**src/rtl/abl_pkg.sv**
```systemverilog
package abl_pkg;

  // Mode encoding is {clr_n, en_n}
  typedef enum logic [1:0] {
    MODE_DEMUX = 2'b00,
    MODE_CLEAR = 2'b01,
    MODE_WRITE = 2'b10,
    MODE_HOLD  = 2'b11
  } abl_mode_t;

endpackage

```
**src/rtl/abl_mode_dec.sv**
```systemverilog
module abl_mode_dec
  import abl_pkg::*;
(
  input  logic      clr_n,
  input  logic      en_n,
  output abl_mode_t mode
);

  always_comb begin
    unique case ({clr_n, en_n})
      2'b00:   mode = MODE_DEMUX;
      2'b01:   mode = MODE_CLEAR;
      2'b10:   mode = MODE_WRITE;
      default: mode = MODE_HOLD;
    endcase
  end

endmodule

```
**src/rtl/abl_sel_dec.sv**
```systemverilog
module abl_sel_dec #(
  parameter int WIDTH = 8,
  parameter int SEL_W = $clog2(WIDTH)
) (
  input  logic [SEL_W-1:0] sel,
  output logic [WIDTH-1:0] hit
);

  for (genvar i = 0; i < WIDTH; i++) begin : g_hit
    assign hit[i] = (sel == SEL_W'(i));
  end

endmodule

```
**src/rtl/abl_bit_cell.sv**
```systemverilog
module abl_bit_cell
  import abl_pkg::*;
(
  input  logic      clk,
  input  logic      rst,
  input  abl_mode_t mode,
  input  logic      hit,
  input  logic      din,
  output logic      q
);

  always_ff @(posedge clk) begin
    if (rst) begin
      q <= 1'b0;
    end else begin
      unique case (mode)
        MODE_WRITE: if (hit) q <= din;
        MODE_HOLD:  q <= q;
        MODE_DEMUX: q <= hit & din;
        default:    q <= 1'b0;
      endcase
    end
  end

endmodule

```
**src/rtl/addr_bit_latch.sv**
```systemverilog
module addr_bit_latch
  import abl_pkg::*;
#(
  parameter int WIDTH = 8,
  parameter int SEL_W = $clog2(WIDTH)
) (
  input  logic             clk,
  input  logic             rst,
  input  logic             din,
  input  logic [SEL_W-1:0] sel,
  input  logic             en_n,
  input  logic             clr_n,
  output logic [WIDTH-1:0] q
);

  abl_mode_t        mode;
  logic [WIDTH-1:0] hit;

  abl_mode_dec u_mode (
    .clr_n (clr_n),
    .en_n  (en_n),
    .mode  (mode)
  );

  abl_sel_dec #(.WIDTH(WIDTH), .SEL_W(SEL_W)) u_sel (
    .sel (sel),
    .hit (hit)
  );

  for (genvar i = 0; i < WIDTH; i++) begin : g_cell
    abl_bit_cell u_cell (
      .clk  (clk),
      .rst  (rst),
      .mode (mode),
      .hit  (hit[i]),
      .din  (din),
      .q    (q[i])
    );
  end

endmodule

```
**config.mk**
```make
export PLATFORM = sky130hd
export DESIGN_NAME = addr_bit_latch
export DESIGN_NICKNAME = d
export VERILOG_FILES = /design/src/rtl/abl_pkg.sv /design/src/rtl/abl_mode_dec.sv /design/src/rtl/abl_sel_dec.sv /design/src/rtl/abl_bit_cell.sv /design/src/rtl/addr_bit_latch.sv
export SDC_FILE = /design/constraint.sdc
export NUM_CORES = 1
export LEC_CHECK = 0
export BUFFER_PORTS_ARGS = -buffer_cell sky130_fd_sc_hd__clkbuf_2
export CORE_MARGIN = 2
export CORE_UTILIZATION = 25
export CTS_BUF_LIST = sky130_fd_sc_hd__clkbuf_4 sky130_fd_sc_hd__clkbuf_8
export CTS_CLUSTER_DIAMETER = 200
export CTS_CLUSTER_SIZE = 16
export DETAILED_ROUTE_END_ITERATION = 6
export PLACE_DENSITY_LB_ADDON = 0.08
export SYNTH_ARGS = -nofsm -noshare
export SYNTH_HDL_FRONTEND = slang
export SYNTH_HIERARCHICAL = 1
export SYNTH_SLANG_ARGS = --single-unit
```
**constraint.sdc**
```tcl
create_clock -name clk -period 0.96 [get_ports clk]
set_input_delay 0.048 -clock clk [delete_from_list [all_inputs] [get_ports clk]]
set_output_delay 0.048 -clock clk [all_outputs]
set_load 0.02 [all_outputs]
```
==> After elaboration in Yosys (flattened, before gate mapping) <==
Index checks and enable logic that the tools add are counted.
{ "classes": {"n_eq_ne": 19, "mux": 17, "n_bitwise": 9, "n_reduce_logical": 11} }
{ "ops": {"columns": ["op", "n"], "rows": [
  ["$pmux 1 s3", 8],
  ["$ne 2x1->1 const B", 8],
  ["$reduce_and 2->1", 8],
  ["$eq 3x3->1 const B", 4],
  ["$and 1x1->1", 8],
  ["$mux 1", 8],
  ["$eq 2x2->1 const B", 3],
  ["$eq 3x2->1 const B", 2],
  ["$pmux 2 s3", 1],
  ["$logic_not 2->1", 2],
  ["$eq 3x1->1 const B", 1],
  ["$logic_not 3->1", 1],
  ["$eq 2x1->1 const B", 1],
  ["$not 1->1", 1]
]} }
{ "totals": {"ff_bits": 8, "inputBits": 8, "output_inout_bits": 8, "wordCells": 64} }

==> Longest topological paths before layout <==
{ "logic_depth": {"word_depth": 5, "mapped_depth": 4, "depth_no_buf": 4} }

==> By module <==
Netlist, hierarchy kept.
{ "by_module_without_submodules": {"columns": ["module", "instances", "cells_each", "area_per_inst_um2", "seq_area_each_um2"], "rows": [
  ["abl_bit_cell", 8, 5, 52.6, 20.0],
  ["abl_sel_dec", 1, 8, 65.1, 0.0],
  ["abl_mode_dec", 1, 2, 7.5, 0.0]
]} }

==> Worst setup path before layout <==
No wires, ideal clock.
{ "synth_timing": {"path_type": "input to register", "from": "input port en_n", "to": "register g_cell[0].u_cell.q", "setup_ns": 0.117, "t_arrival_ns": 0.717, "t_required_ns": 0.843, "path_slack_ns": 0.126, "stages": 3, "path_buffers": 1, "path_cell_list": "clkbuf_1 -> nand3b_1 -> a21oi_2"} }
{ "synth_between": {"elab_chain_cells": 5, "elab_cells_between_ends": 11, "classes_between": "5 x eq/ne; 2 x mux; 1 x bitwise; 3 x reduce/logical"} }
{ "synth_rtl": {"columns": ["item", "line", "source"], "rows": [
  ["start: declaration", "addr_bit_latch.sv:11", "input logic en_n,"],
  ["$eq 2x2->1 (tied with other cells)", "abl_mode_dec.sv:10", "unique case ({clr_n, en_n})"],
  ["$pmux 2 s3 *", "abl_mode_dec.sv:10", null],
  ["$eq 2x2->1", "abl_bit_cell.sv:16", "unique case (mode)"],
  ["$ne 2x1->1 (no source line) or $not 1->1 (tied branches)", null, null],
  ["$reduce_and 2->1 (no source line)", null, null],
  ["end signal: assignment", "abl_bit_cell.sv:17", "MODE_WRITE: if (hit) q <= din;"],
  ["end signal: assignment", "abl_bit_cell.sv:18", "MODE_HOLD: q <= q;"],
  ["end signal: assignment", "abl_bit_cell.sv:19", "MODE_DEMUX: q <= hit & din;"],
  ["end: declaration", "abl_bit_cell.sv:9", "output logic q"]
]} }
Every way passes the cells marked *; elsewhere a longest branch is shown, timed or not.
A chain may end at the register's enable or synchronous reset.

==> Final worst setup path <==
{ "layout_timing": {"from": "register g_cell[6].u_cell.q", "to": "output port q[6]"} }
{ "layout_lines": {"columns": ["item", "line", "source"], "rows": [
  ["start: declaration", "abl_bit_cell.sv:9", null],
  ["start signal: assignment", "abl_bit_cell.sv:17", null],
  ["start signal: assignment", "abl_bit_cell.sv:18", null],
  ["start signal: assignment", "abl_bit_cell.sv:19", null],
  ["end: declaration", "addr_bit_latch.sv:13", "output logic [WIDTH-1:0] q"]
]} }
No word-level cell between the ends.

==> flow_summary.json <==
{
  "drc_errors": 0,
  "first_pass_iters": 3,
  "largest_reg_flops": 8,
  "ys_ff_latch": 8,
  "crit_end": "q[6]",
  "postSynthCellCount": 50,
  "vias": 404,
  "grtUsageTotal": 0.101,
  "drtAntennaViolNets": 0,
  "met1_length_um": 446,
  "path_max_fanout": 2,
  "worst_r2r_startpoint": "g_cell[6].u_cell/q",
  "worst_pin_slew_ns": 0.366,
  "post-dp-hpwl_um": 766,
  "cap_violations": 0,
  "max_freq_ghz": 1.22,
  "grt_pass1_vias": 378,
  "die_width_um": 48.4,
  "p_leak_nw": 0.230,
  "avgViaCountPerCell": 4.34,
  "holdCritPathClass": "primary input to flop",
  "worstSetupStartpoint": "g_cell[6].u_cell/q",
  "mostFrequentLayoutCell": "clkbuf_2",
  "cts_tree": "done",
  "wl_per_cell_um": 11.0,
  "fin_worst_skew_ns": 0,
  "crit_buf_inv": 1,
  "drt_iter0_drc": 2,
  "crit_family": "flip-flops",
  "wl_met2_um": 494,
  "root_buffer": "clkbuf_4",
  "worst-setup-path-type": "flop to primary output",
  "hold_slack_ns": 0.139,
  "synth_nets": 58,
  "max_slew_margin": 0.756,
  "cts.sinks": 8,
  "cp_slowest_cell": "dfxtp_1",
  "power.density_nw_per_um2": 1120,
  "insertedDiodeCount": 0,
  "cp.required_ns": 0.91,
  "numCtsBuffers": 3,
  "cp-start-kind": "flop",
  "dieArea_um2": 2340,
  "grt_pass1_wl_um": 1740,
  "syn-cell-area_um2": 493,
  "cts_resized": 0,
  "finalSetupViolations": 0,
  "antenna_found_initial": 0,
  "largest_registers": "g_cell.u_cell/q: 8 flops",
  "yosysUniqueCellTypes": 10,
  "finalHoldViolCount": 0,
  "wirelength_um": 1020,
  "gp_congestion": 0.648,
  "cts_max_level": 1,
  "core_um2": 1900,
  "cts_setup_buffers": 0,
  "n_fill_cell": 208,
  "met3_length_um": 70,
  "grt_max_degree": 17,
  "ys_seq_area_frac": 0.325,
  "rsz0062_at_grt": "false",
  "nets": 76,
  "clockBufferDepth": 2,
  "synth.avg_cell_area_um2": 9.86,
  "largest-register": "g_cell.u_cell/q",
  "fin_cells": 93,
  "cp-end-kind": "primary output",
  "placement.io_buffers": 15,
  "insertion_delay_ns": 0.25,
  "period_share": 0.857,
  "path_cells": "clkbuf_2",
  "syn2layout_area_growth_pct": 25.1,
  "cp.depth": 1,
  "period_needed_ns": 0.822,
  "routed.top_layer": "met4",
  "r2r_end": "g_cell[6].u_cell/q",
  "report.final.slew_viol_count": 0,
  "start_util": 0.259,
  "outcome": "finished, final reports clean",
  "core.rowCount": 16,
  "dp_cells": 90,
  "ys_warn_count": 6,
  "grt.overflow.total": 0,
  "irDropWorstVdd_uv": 668,
  "crit_arrival_ns": 0.77,
  "cts.clk_slew.worst_paths_ns": 0.05,
  "slowest_delay_ns": 0.35,
  "reg2regPathDepth": 2,
  "fin_tns_setup_ns": 0,
  "die_h_um": 48.4,
  "drive_gt1_frac": 0.576,
  "hold_buffers": 0,
  "io_pins": 16,
  "rrSetupSlack_ns": 0.32
}
==> cell type report <==
type                    instances  area (um2)  share of cell area
repair buffers                 15        75.1               0.122
inverters                       8        30.0              0.0487
well taps                      27        33.8              0.0548
multi-input cells              32         295               0.479
clock buffers                   3        22.5              0.0365
flip-flops and latches          8         160               0.260
==> metrics by stage <==
step | power (W) | cell area, um2 | util | setup WS (ns)
global route | 0.000743 | 617 | 0.324 | 0.101
global placement | 0.000452 | 594 | 0.313 | 0.0270
finish | 0.000692 | 617 | 0.324 | 0.138
floorplan | 0.000405 | 493 | - | 0.126
detailed placement | 0.000453 | 594 | 0.313 | 0.0293
CTS | 0.000717 | 617 | 0.324 | 0.121
==> worst min-delay path by stage <==
| stage | from | to | slack (ns) | cells past startpoint |
|---|---|---|---|---|
| final | rst | g_cell[5].u_cell/q | 0.14 | 2 |
| after CTS | rst | g_cell[5].u_cell/q | 0.14 | 2 |
| after detailed placement | rst | g_cell[5].u_cell/q | 0.40 | 2 |
| after floorplan | rst | g_cell[0].u_cell/q | 0.11 | 1 |
| after global placement | rst | g_cell[7].u_cell/q | 0.41 | 2 |
| after global routing | rst | g_cell[6].u_cell/q | 0.15 | 2 |
==> layer usage <==
layer | vias to the layer above | track usage
li1 | 215 | -
met1 | 176 | 0.0963
met2 | 11 | 0.171
met3 | 2 | 0.0648
met4 | 0 | 0.0429
met5 | - | 0
==> synthesized netlist by cell type <==
master / instances / share of area
o211ai_2: 8 / 0.20
nand3b_1: 8 / 0.12
clkbuf_1: 2 / 0.015
nor3_1: 1 / 0.010
dfxtp_1: 8 / 0.32
a21oi_2: 8 / 0.14
and3_2: 1 / 0.015
and3b_2: 3 / 0.061
inv_1: 8 / 0.061
nor3b_1: 3 / 0.046
==> logic make-up (layout without fill, tap and decap cells) <==
group,Yosys count,count (layout),synth area share
and+or+nand+nor,16,16,0.254
DFF,8,8,0.325
AOI/OAI and AO/OA,16,16,0.345
buffers and inverters,10,26,0.0762
==> worst register-to-register path: stages, from the launching register on <==
cell	delay [ns]
dfxtp_1	0.35
o211ai_2	0.09
a21oi_2	0.13
==> power breakdown <==
part | switching [W] | internal, W | leakage, nW
registers | 0.00000290 | 0.000337 | 0.0646
logic | 0.0000671 | 0.0000357 | 0.152
clock network | 0.000107 | 0.000143 | 0.0138
total | 0.000177 | 0.000515 | 0.230
(Power assumes the default switching activity.)
